## src/rtl/fwq_pkg.sv

```systemverilog
// Package: shared constants for the flash bus write qualifier.
// Assumes: nothing beyond IEEE 1800-2017.
package fwq_pkg;
    // Number of flops in each input synchronizer chain.
    localparam int SYNC_STAGES = 2;
    // Bit positions of the control lines inside the synchronized strobe vector.
    localparam int CTL_CE = 0;
    localparam int CTL_WE = 1;
    localparam int CTL_OE = 2;
    localparam int CTL_W  = 3;
endpackage

```

## src/rtl/fwq_sync.sv

```systemverilog
// Module: fwq_sync
// A multi-flop chain that brings an asynchronous vector into the clock
// domain. When it carries address or data, it also acts as a matching delay line.
// Assumes: each bit is treated on its own; bus values are stable around the
// strobe edges, so the address and data lines need no handshake.
module fwq_sync #(
    parameter int              W       = 1,
    parameter int              STAGES  = 2,
    parameter logic [W-1:0]    RST_VAL = '0
) (
    input  logic         clk,
    input  logic         rst_n,
    input  logic [W-1:0] d,
    output logic [W-1:0] q
);
    logic [W-1:0] stage [STAGES];

    generate
        for (genvar g = 0; g < STAGES; g++) begin : g_stage
            if (g == 0) begin : g_first
                // Capture the raw input.
                always_ff @(posedge clk) begin
                    if (!rst_n) stage[g] <= RST_VAL;
                    else        stage[g] <= d;
                end
            end else begin : g_next
                // Move the value one stage along the chain.
                always_ff @(posedge clk) begin
                    if (!rst_n) stage[g] <= RST_VAL;
                    else        stage[g] <= stage[g-1];
                end
            end
        end
    endgenerate

    assign q = stage[STAGES-1];
endmodule

```

## src/rtl/fwq_filter.sv

```systemverilog
// Module: fwq_filter
// A two-way debounce on the combined write strobe. The filtered level
// follows the raw level only after the raw level has differed from it for
// FILT_CYC cycles in a row. The module also reports the raw edges and the
// coming filtered transitions.
// Assumes: FILT_CYC >= 2.
module fwq_filter #(
    parameter int FILT_CYC = 4
) (
    input  logic clk,
    input  logic rst_n,
    input  logic raw,
    output logic filt,
    output logic raw_on,
    output logic raw_off,
    output logic go_active,
    output logic go_idle
);
    localparam int CW = $clog2(FILT_CYC + 1);
    localparam logic [CW-1:0] LAST = CW'(FILT_CYC - 1);

    logic [CW-1:0] cnt;
    logic          raw_q;
    logic          flip;

    // Flip happens on the next edge when the mismatch reaches its last cycle.
    assign flip      = (raw != filt) && (cnt == LAST);
    assign go_active = flip && raw;
    assign go_idle   = flip && !raw;
    assign raw_on    = raw && !raw_q;
    assign raw_off   = !raw && raw_q;

    // Remember the previous raw level for edge detection.
    always_ff @(posedge clk) begin
        if (!rst_n) raw_q <= 1'b0;
        else        raw_q <= raw;
    end

    // Count mismatch cycles and move the filtered level once the count is full.
    always_ff @(posedge clk) begin
        if (!rst_n) begin
            cnt  <= '0;
            filt <= 1'b0;
        end else if (raw == filt) begin
            cnt <= '0;
        end else if (flip) begin
            cnt  <= '0;
            filt <= raw;
        end else begin
            cnt <= cnt + 1'b1;
        end
    end
endmodule

```

## src/rtl/fwq_inhibit.sv

```systemverilog
// Module: fwq_inhibit
// The write lockouts. It holds the power-up block until chip enable or
// write enable is seen high, passes the synchronized low-supply flag out
// as the downstream reset, and says whether a new write may be armed.
// Assumes: the control inputs are already synchronized.
module fwq_inhibit (
    input  logic clk,
    input  logic rst_n,
    input  logic ce_n_s,
    input  logic we_n_s,
    input  logic low_s,
    output logic pu_block,
    output logic cmd_reset,
    output logic arm_ok
);
    // Set by reset; cleared for good once either strobe line is seen high.
    always_ff @(posedge clk) begin
        if (!rst_n)                pu_block <= 1'b1;
        else if (ce_n_s || we_n_s) pu_block <= 1'b0;
    end

    assign cmd_reset = low_s;
    assign arm_ok    = !pu_block && !low_s;
endmodule

```

## src/rtl/fwq_capture.sv

```systemverilog
// Module: fwq_capture
// Holds the candidate address and data. The address is taken when the raw
// strobe becomes active and the data when it goes inactive. The cycle is
// armed when the filtered strobe asserts, and the write is issued when the
// filtered strobe releases.
// Assumes: the filter reports go_idle at least one cycle after raw_off.
module fwq_capture #(
    parameter int ADDR_W = 19,
    parameter int DATA_W = 8
) (
    input  logic              clk,
    input  logic              rst_n,
    input  logic [ADDR_W-1:0] addr_s,
    input  logic [DATA_W-1:0] data_s,
    input  logic              filt,
    input  logic              raw_on,
    input  logic              raw_off,
    input  logic              go_active,
    input  logic              go_idle,
    input  logic              arm_ok,
    input  logic              low_s,
    output logic              armed,
    output logic              wr_valid,
    output logic [ADDR_W-1:0] wr_addr,
    output logic [DATA_W-1:0] wr_data
);
    logic [ADDR_W-1:0] cand_addr;
    logic [DATA_W-1:0] cand_data;
    logic              accept;

    assign accept = go_idle && armed && !low_s;

    // The address is taken at the later falling edge, the data at the earlier rising edge.
    always_ff @(posedge clk) begin
        if (!rst_n) begin
            cand_addr <= '0;
            cand_data <= '0;
        end else begin
            if (raw_on && !filt) cand_addr <= addr_s;
            if (raw_off && filt) cand_data <= data_s;
        end
    end

    // Arm at the filtered start; drop on low supply or at the end of the cycle.
    always_ff @(posedge clk) begin
        if (!rst_n)         armed <= 1'b0;
        else if (go_active) armed <= arm_ok;
        else if (low_s)     armed <= 1'b0;
        else if (go_idle)   armed <= 1'b0;
    end

    // Issue the one-cycle pulse and update the output registers.
    always_ff @(posedge clk) begin
        if (!rst_n) begin
            wr_valid <= 1'b0;
            wr_addr  <= '0;
            wr_data  <= '0;
        end else begin
            wr_valid <= accept;
            if (accept) begin
                wr_addr <= cand_addr;
                wr_data <= cand_data;
            end
        end
    end
endmodule

```

## src/rtl/flash_write_qualifier.sv

```systemverilog
// Module: flash_write_qualifier (top)
// Turns asynchronous flash bus strobes into one-cycle write pulses that
// carry the latched address and data. Glitches are filtered, and the
// power-up and low-supply lockouts are applied.
// Assumes: clk is much faster than the bus cycle; FILT_CYC >= 2.
module flash_write_qualifier #(
    parameter int ADDR_W   = 19,
    parameter int DATA_W   = 8,
    parameter int FILT_CYC = 4
) (
    input  logic              clk,
    input  logic              rst_n,
    input  logic              bus_ce_n,
    input  logic              bus_we_n,
    input  logic              bus_oe_n,
    input  logic [ADDR_W-1:0] bus_addr,
    input  logic [DATA_W-1:0] bus_data,
    input  logic              supply_low,
    output logic              wr_valid,
    output logic [ADDR_W-1:0] wr_addr,
    output logic [DATA_W-1:0] wr_data,
    output logic              cmd_reset
);
    import fwq_pkg::*;

    localparam int BUS_W = ADDR_W + DATA_W;

    logic [CTL_W-1:0] ctl_s;
    logic [BUS_W-1:0] bus_s;
    logic             low_s;
    logic             raw_s;
    logic             filt, raw_on, raw_off, go_active, go_idle;
    logic             pu_block, arm_ok, armed;

    // Control lines reset to "low" so that no strobe is seen high before real samples arrive.
    fwq_sync #(.W(CTL_W), .STAGES(SYNC_STAGES), .RST_VAL('0)) u_ctl_sync (
        .clk(clk), .rst_n(rst_n),
        .d({bus_oe_n, bus_we_n, bus_ce_n}), .q(ctl_s)
    );

    fwq_sync #(.W(BUS_W), .STAGES(SYNC_STAGES), .RST_VAL('0)) u_bus_dly (
        .clk(clk), .rst_n(rst_n),
        .d({bus_addr, bus_data}), .q(bus_s)
    );

    fwq_sync #(.W(1), .STAGES(SYNC_STAGES), .RST_VAL(1'b0)) u_low_sync (
        .clk(clk), .rst_n(rst_n), .d(supply_low), .q(low_s)
    );

    // The combined strobe: both enables low and the output enable high.
    assign raw_s = !ctl_s[CTL_CE] && !ctl_s[CTL_WE] && ctl_s[CTL_OE];

    fwq_filter #(.FILT_CYC(FILT_CYC)) u_filter (
        .clk(clk), .rst_n(rst_n), .raw(raw_s), .filt(filt),
        .raw_on(raw_on), .raw_off(raw_off),
        .go_active(go_active), .go_idle(go_idle)
    );

    fwq_inhibit u_inhibit (
        .clk(clk), .rst_n(rst_n),
        .ce_n_s(ctl_s[CTL_CE]), .we_n_s(ctl_s[CTL_WE]), .low_s(low_s),
        .pu_block(pu_block), .cmd_reset(cmd_reset), .arm_ok(arm_ok)
    );

    fwq_capture #(.ADDR_W(ADDR_W), .DATA_W(DATA_W)) u_capture (
        .clk(clk), .rst_n(rst_n),
        .addr_s(bus_s[BUS_W-1:DATA_W]), .data_s(bus_s[DATA_W-1:0]),
        .filt(filt), .raw_on(raw_on), .raw_off(raw_off),
        .go_active(go_active), .go_idle(go_idle),
        .arm_ok(arm_ok), .low_s(low_s), .armed(armed),
        .wr_valid(wr_valid), .wr_addr(wr_addr), .wr_data(wr_data)
    );

    // Elaboration-time guard on the filter length.
    initial begin
        if (FILT_CYC < 2) $error("FILT_CYC must be at least 2");
    end
endmodule

```

## config.mk

```make
export PLATFORM = sky130hd
export DESIGN_NAME = flash_write_qualifier
export DESIGN_NICKNAME = d
export VERILOG_FILES = /design/src/rtl/fwq_pkg.sv /design/src/rtl/fwq_sync.sv /design/src/rtl/fwq_filter.sv /design/src/rtl/fwq_inhibit.sv /design/src/rtl/fwq_capture.sv /design/src/rtl/flash_write_qualifier.sv
export SDC_FILE = /design/constraint.sdc
export NUM_CORES = 1
export LEC_CHECK = 0
export ABC_CLOCK_PERIOD_IN_PS = 1600
export BUFFER_PORTS_ARGS = -buffer_cell sky130_fd_sc_hd__buf_2
export CAP_MARGIN = 5
export CORE_MARGIN = 2
export CORE_UTILIZATION = 35
export CTS_CLUSTER_DIAMETER = 80
export DETAILED_ROUTE_END_ITERATION = 7
export SKIP_CTS_REPAIR_TIMING = 1
export SLEW_MARGIN = 25
export SYNTH_ARGS = -nofsm -noshare
export SYNTH_HDL_FRONTEND = slang
export SYNTH_SLANG_ARGS = --single-unit
```

## constraint.sdc

```tcl
create_clock -name clk -period 1.6 [get_ports clk]
set_input_delay 0.08 -clock clk [delete_from_list [all_inputs] [get_ports clk]]
set_output_delay 0.08 -clock clk [all_outputs]
set_load 0.01 [all_outputs]
```

==> flow_summary.ini, run 1 <==
[synth]
yosysSeqAreaShare_pct = 59.31
synthDistinctLibCells = 28
async_flop_share_pct = 0
syn_avg_cell_area_sq_um = 10.26
netlist_area_sq_um = 4185
yosysWarningCount = 0
syn_nets = 443
syn_inst = 408
synth_edf_count = 0
ys_ff_latch = 124
synthFlopType = dfxtp_1

[critical_path]
start_kind = register
crit_required_ps = 1930
critical-path-top-delay-family = flip-flops
worst-setup-path-type = register to register
slowest_stage = dfxtp_2
path_cells = ha_4 -> ha_4 -> nand2_1 -> nor3_4 -> buf_6 -> clkbuf_16 -> mux2i_1
slowest_delay_ps = 350
worstSetupEndpointType = register
cp_max_fo = 10
crit_arrival_ps = 1890
path_common_cell = ha_4
path_buf_inv = 2

[route]
route.vias.total = 2880
drtAntennaViolNets = 0
finalWirelength_microns = 7835
drt_iter0_drc = 91
wl_per_cell_microns = 11.93
drc = 0
routed_via_density = 4.384
drtPass1Iterations = 4

[power]
p_int_mw = 5.678
combinationalPowerShare_pct = 3.6
power_frac_clock_pct = 52.3
power_density_nw_per_um2 = 1288
p_sw_share_pct = 21.43
p_switching_mw = 1.549
seqPwrFrac_pct = 44.2
ir_worst_vdd_mv = 0.7703
power_leakage_nw = 2.176

[cells_and_area]
fillers = 1040
area_growth_pct = 34.11
postLayoutCoreUtil_pct = 48.53
drive_above_1_share_pct = 22.18
nets = 536
layout_common_cells = 122 x dfxtp_1, 66 x and2_1, 60 x buf_2
stdcell_count = 657
diodes = 0
layout_commonest_cell = dfxtp_1

[run_status]
status = completed

[sta]
worst_pin_slew_ps = 374.2
finalMaxSlewViolations = 0
max_slew_margin_pct = 75.05
fin_crit_ps = 1559
hold_viol_final = 0
finClkSkew_ps = 9.179
final_min_period_over_clock_period_pct = 97.42
setup_viol = 0
fin_tns_setup_ps = 0
fmax_mhz = 641.6
setup_ws_ps = 41.35

[placed_design]
post-dp-hpwl_microns = 4782
post-place-ws_ps = 33.30
place_congestion = 0.7395
port_buffers = 61
place_inst = 591

[clock_tree]
cts_root_buffer = clkbuf_16
cts_tree = yes
clk_latency_ps = 400
cts_buffers = 17
clockBufferDepth = 2
clkTransAtPathRegs_ps = 60
htreeDepth = 4
clkSinkCount = 124

[global_route]
grt_max_degree = 99
overflow = 0
grt_antenna_before_repair = 0
grt_first_pass_wirelength_microns = 12560
grtUsageTotal_pct = 12.39
grt_pass1_vias = 2787

[worst_hold_path]
hp-class = input port to register

[floorplan]
die_x_microns = 113.4
die-area_sq_um = 12850
die_y_microns = 113.4
start_util_pct = 36.19
core_sq_um = 11560
num_io_pins = 62
row_count = 39

[job]
maxCapViolCount = 0
worst paths after layout:
check | startpoint | end | slack [ps] | depth (start not counted)
max | u_filter.cnt[0] | u_capture.wr_addr[7] | 40 | 7
min | rst_n | u_inhibit.pu_block | 190 | 3
max reg2reg | u_filter.cnt[0] | u_capture.wr_addr[7] | 40 | 7
min reg2reg | u_low_sync.stage[0] | u_low_sync.stage[1] | 430 | 1
kinds of logic (layout without fill, tap and decap cells):
family / after synthesis / count (layout) / share of synthesized area [%]
adders and majority gates: 2 / 2 / 0.5978
DFF: 124 / 124 / 59.31
buffers and inverters: 32 / 138 / 4.006
AOI/OAI and AO/OA: 56 / 56 / 8.431
xor gates and xnor gates: 1 / 1 / 0.2093
and+or+nand+nor: 165 / 165 / 20.75
muxes: 28 / 28 / 6.697
state kept, by name, summed over array words and instances (netlist names):
name / count
u_bus_dly.stage: 54
u_capture.armed: 1
u_capture.cand_addr: 19
u_capture.cand_data: 8
u_capture.wr_addr: 19
u_capture.wr_data: 8
u_capture.wr_valid: 1
u_ctl_sync.stage: 6
u_filter.cnt: 3
u_filter.filt: 1
u_filter.raw_q: 1
u_inhibit.pu_block: 1
u_low_sync.stage: 2
routing by layer:
layer	track usage [%]	part of all wire, %	vias to the layer above
li1	-	-	1531
met1	15.49	50	1278
met2	19.40	45	60
met3	4.713	3.7	11
met4	4.797	1.3	0
met5	0	0	-
power groups by stage:
stage	registers [mW]	clock network [mW]	logic, mW
4_1_cts	3.19	3.86	0.201
3_3_place_gp	3.26	0	0.197
3_5_place_dp	3.26	0	0.201
6_report	3.19	3.78	0.257
2_1_floorplan	3.25	0	0.126
5_1_grt	3.20	4.00	0.285
cell usage after synthesis, drive strengths merged, types with 2 or more instances:
cell | count | area share (%)
dfxtp | 124 | 59
o21ai | 27 | 3.2
nand3 | 27 | 3.2
nand2 | 58 | 5.2
and2 | 66 | 9.9
nor3b | 2 | 0.48
nor3 | 5 | 0.84
nor2 | 2 | 0.24
nand2b | 2 | 0.30
buf | 13 | 2.3
clkbuf | 17 | 1.5
inv | 2 | 0.18
a21boi | 27 | 4.8
mux2i | 28 | 6.7
ha | 2 | 0.60
final cells by class:
type / instances / area, sq um / area share [%]
clock buffers: 18 / 439.2 / 7.824
clock inverters: 14 / 158.9 / 2.831
inverters: 2 / 7.507 / 0.1337
multi-input cells: 252 / 1573 / 28.02
flip-flops and latches: 124 / 2485 / 44.27
well taps: 143 / 178.9 / 3.188
repair buffers: 104 / 770.7 / 13.73
through the flow:
step	hold WS (ps)	cell area [sq um]	total power, mW
3_5_place_dp	288.1	4629	3.461
5_1_grt	223.1	5613	7.484
4_1_cts	-133.2	5228	7.251
2_1_floorplan	207.3	4185	3.378
3_3_place_gp	285.7	4629	3.455
6_report	187.0	5613	7.227
worst min-delay path: stages:
cell	delay, ps
buf_4	120
buf_4	240
nand2_1	90
(Power assumes the default switching activity.)
==> run 2: changes to the inputs <==
CORE_ASPECT_RATIO = 0.75   (was default)
PLACE_DENSITY = 0.61   (was default)
RECOVER_POWER = 25   (was default)
==> flow_summary.ini, run 2 (synthesis gave the netlist of run 1 again) <==
[run_status]
status = completed

[global_route]
grt_pass1_vias = 2878
overflow = 0
grt_first_pass_wirelength_microns = 13200
grt_max_degree = 39
grtUsageTotal_pct = 13.44
grt_antenna_before_repair = 0

[sta]
hold_viol_final = 0
worst_pin_slew_ps = 717.9
whs_ps = 235.2
setup_viol = 0
final_min_period_over_clock_period_pct = 95.36
fmax_mhz = 655.4
max_slew_margin_pct = 52.14
fin_tns_setup_ps = 0
fin_crit_ps = 1526
finClkSkew_ps = 4.799
finalMaxSlewViolations = 0
rsz0062_at_grt = no

[cells_and_area]
area_growth_pct = 35.37
layout_common_cells = 122 x dfxtp_1, 60 x and2_1, 60 x buf_2
top_register = u_bus_dly.stage
fillers = 1079
layout_commonest_cell = dfxtp_1
largest_registers = u_bus_dly.stage (54), u_capture.cand_addr (19), u_capture.wr_addr (19)
nets = 537
postLayoutCoreUtil_pct = 48.78
largest_reg_flops = 54
drive_above_1_share_pct = 22.52
final_cell_area_sq_um = 5665
diodes = 0

[clock_tree]
cts_tree = yes
clockBufferDepth = 2
cts_root_buffer = clkbuf_16
clk_latency_ps = 410
htreeDepth = 4
cts_buffers = 17
clkTransAtPathRegs_ps = 50
clkSinkCount = 124

[worst_hold_path]
hp-class = input port to register

[critical_path]
crit_arrival_ps = 1860
path_buf_inv = 2
critical-path-top-delay-family = buffers and inverters
slowest_delay_ps = 340
path_common_cell = ha_4
worst-setup-path-type = register to register
cp_max_fo = 14
worstSetupEndpointType = register
path_cells = ha_4 -> ha_4 -> nand2_4 -> nor3_4 -> buf_4 -> clkbuf_16 -> mux2i_1
start_kind = register
crit_required_ps = 1940
slowest_stage = dfxtp_2

[floorplan]
die_x_microns = 130.3
die-area_sq_um = 12860
core_sq_um = 11610
row_count = 34
start_util_pct = 36.04
die_y_microns = 98.70
num_io_pins = 62

[route]
drtAntennaViolNets = 0
wl_per_cell_microns = 12.76
routed_via_density = 4.492
drt_iter0_drc = 148
drtPass1Iterations = 4
finalWirelength_microns = 8636
drc = 0
route.vias.total = 3041

[job]
maxCapViolCount = 0

[power]
power_leakage_nw = 2.215
power_density_nw_per_um2 = 1323
ir_worst_vdd_mv = 0.6945

[placed_design]
post_dp_cell_area_sq_um = 4653
place_congestion = 0.7049
port_buffers = 61
post-dp-hpwl_microns = 4975
==> run 2: cell type report <==
cell class              count  area, sq um  area share (%)
flip-flops and latches    124         2485           43.86
multi-input cells         252         1584           27.96
repair buffers            105        752.0           13.27
clock buffers              20        466.7           8.238
well taps                 162        202.7           3.578
clock inverters            12        167.7           2.959
inverters                   2        7.507          0.1325
==> run 2: metrics by stage <==
| stage | power, mW | instances | setup slack (ps) |
|---|---|---|---|
| 2_1_floorplan | 3.378 | 408 | 181.0 |
| 6_report | 7.498 | 677 | 74.21 |
| 4_1_cts | 7.521 | 642 | 36.31 |
| 3_3_place_gp | 3.461 | 610 | 130.6 |
| 3_5_place_dp | 3.465 | 610 | 48.96 |
| 5_1_grt | 7.735 | 677 | 19.99 |
==> run 2: layer usage <==
layer	vias up	part of all wire (%)	wire length, microns	global-route usage [%]
li1	1531	-	-	-
met1	1424	49	4191	16.89
met2	74	44	3783	20.26
met3	12	6.3	540	5.863
met4	0	1.4	121	5.459
met5	-	0	0	0
==> run 2: worst paths after layout <==
check | start | end | slack (ps) | depth (start not counted)
worst max register to register | u_filter.cnt[1] | u_capture.wr_addr[5] | 70 | 7
worst max-delay path | u_filter.cnt[1] | u_capture.wr_addr[5] | 70 | 7
worst min register to register | u_bus_dly.stage[0][7] | u_bus_dly.stage[1][7] | 420 | 1
worst min-delay path | rst_n | u_inhibit.pu_block | 240 | 2
==> run 2: power by group <==
group | switching (mW) | internal [mW] | leakage, nW
clock | 1.34 | 2.71 | 0.308
combinational | 0.112 | 0.137 | 0.894
sequential | 0.0225 | 3.17 | 1.01
==> run 3: changes to the inputs <==
REMOVE_ABC_BUFFERS = 1   (was default)
==> flow_summary.ini, run 3 (synthesis gave the netlist of run 1 again) <==
[job]
maxCapViolCount = 0

[clock_tree]
clockBufferDepth = 2
clk_latency_ps = 410
cts_root_buffer = clkbuf_16
cts_tree = yes
cts_buffers = 17
htreeDepth = 4
clkTransAtPathRegs_ps = 50
clkSinkCount = 124

[sta]
finClkSkew_ps = 8.289
worst_pin_slew_ps = 751.1
fin_crit_ps = 1543
final_min_period_over_clock_period_pct = 96.47
fmax_mhz = 647.9
hold_viol_final = 0
fin_tns_setup_ps = 0
max_slew_margin_pct = 49.93
setup_ws_ps = 56.50
finalMaxSlewViolations = 0
setup_viol = 0

[floorplan]
start_util_pct = 36.04
die-area_sq_um = 12860
core_sq_um = 11610
row_count = 34
die_y_microns = 98.70
die_x_microns = 130.3
num_io_pins = 62

[global_route]
grtUsageMet2_pct = 20.22
met1_usage_pct = 16.09
grt_pass1_vias = 2690
grt_first_pass_wirelength_microns = 12810
grtUsageMet3_pct = 3.909
grt_max_degree = 45
overflow = 0
grt.busiest_layer = met2
grtUsageTotal_pct = 13.11
grt_antenna_before_repair = 0

[placed_design]
post-place-ws_ps = -6.441
post_dp_cell_area_sq_um = 4673
port_buffers = 61
post-dp-hpwl_microns = 4959
place_congestion = 0.7494

[route]
drt_iter0_drc = 186
drtAntennaViolNets = 0
route.vias.total = 2952
finalWirelength_microns = 8260
routed_via_density = 4.348
drtPass1Iterations = 4
drc = 0
wl_per_cell_microns = 12.16

[cells_and_area]
final_cell_area_sq_um = 5649
nets = 539
layout_common_cells = 122 x dfxtp_1, 60 x buf_2, 57 x and2_1, 57 x nand2_1, 31 x dlygate4sd3_1
largest_registers = u_bus_dly.stage (54), u_capture.cand_addr (19), u_capture.wr_addr (19)
area_growth_pct = 34.98
largest_reg_flops = 54
drive_above_1_share_pct = 21.86
top_register = u_bus_dly.stage
layout_commonest_cell = dfxtp_1
diodes = 0

[critical_path]
worst-setup-path-type = register to register
critical-path-top-delay-family = flip-flops
path_cells = ha_4 -> ha_4 -> nand2_2 -> nor3_4 -> buf_4 -> clkbuf_16 -> mux2i_1
worstSetupEndpointType = register
slowest_delay_ps = 340
path_common_cell = ha_4
crit_arrival_ps = 1880
cp_max_fo = 7
crit_required_ps = 1930
slowest_stage = dfxtp_2
path_buf_inv = 2
start_kind = register

[run_status]
status = completed

[power]
p_switching_mw = 1.382
p_sw_share_pct = 19.17
p_int_mw = 5.827
power_frac_clock_pct = 52.2
combinationalPowerShare_pct = 3.5
seqPwrFrac_pct = 44.3
ir_worst_vdd_mv = 0.7490
power_leakage_nw = 2.204
power_density_nw_per_um2 = 1276

[worst_hold_path]
hp-class = input port to register
==> run 3: cell count changes in the layout (fill, tap and decap cells not counted), sizes merged <==
cell / previous run / this run
bufinv: 4 / 3
clkbuf: 26 / 30
buf: 68 / 70
clkinvlp: 3 / 0
==> run 3: path summary, 6_finish.rpt <==
kind / to / cells after the start / start / slack, ps
worst min-delay path: u_bus_dly.stage[0][5] / 3 / bus_data[5] / 410
worst min register to register: u_bus_dly.stage[1][24] / 1 / u_bus_dly.stage[0][24] / 420
worst max register to register: u_capture.wr_addr[10] / 7 / u_filter.cnt[0] / 60
worst max-delay path: u_capture.wr_addr[10] / 7 / u_filter.cnt[0] / 60
==> run 3: cell type report <==
cell class,instances,area (sq um)
inverters,2,7.507
fillers,1093,5964
clock buffers,24,471.7
flip-flops and latches,124,2485
multi-input cells,252,1575
well taps,162,202.7
repair buffers,107,792.0
clock inverters,8,115.1
==> run 3: through the flow <==
step | utilization (%) | power, mW | hold slack [ps] | instances
after floorplan | - | 3.333 | 141.9 | 378
after global placement | 40.24 | 3.462 | 285.6 | 611
after detailed placement | 40.24 | 3.467 | 290.7 | 611
after CTS | 45.29 | 7.247 | -135.9 | 643
after global routing | 48.64 | 7.471 | 414.3 | 679
final | 48.64 | 7.208 | 413.6 | 679
==> run 3: power groups by stage <==
stage | Sequential (mW) | Clock, mW | Combinational [mW]
finish | 3.20 | 3.76 | 0.251
global route | 3.20 | 3.99 | 0.283
CTS | 3.19 | 3.84 | 0.209
detailed placement | 3.26 | 0 | 0.208
global placement | 3.26 | 0 | 0.204
floorplan | 3.25 | 0 | 0.0811
==> run 3: worst register-to-register path, cell delays in order (launching register included) <==
cell       delay, ps
dfxtp_2          340
ha_4             140
ha_4             160
nand2_2           70
nor3_4           260
buf_4            180
clkbuf_16        150
mux2i_1          180
==> run 3: per-layer routing <==
layer / wire, microns / part of all wire [%]
met1: 3812 / 46
met2: 3917 / 47
met3: 371 / 4.5
met4: 159 / 1.9
met5: 0 / 0
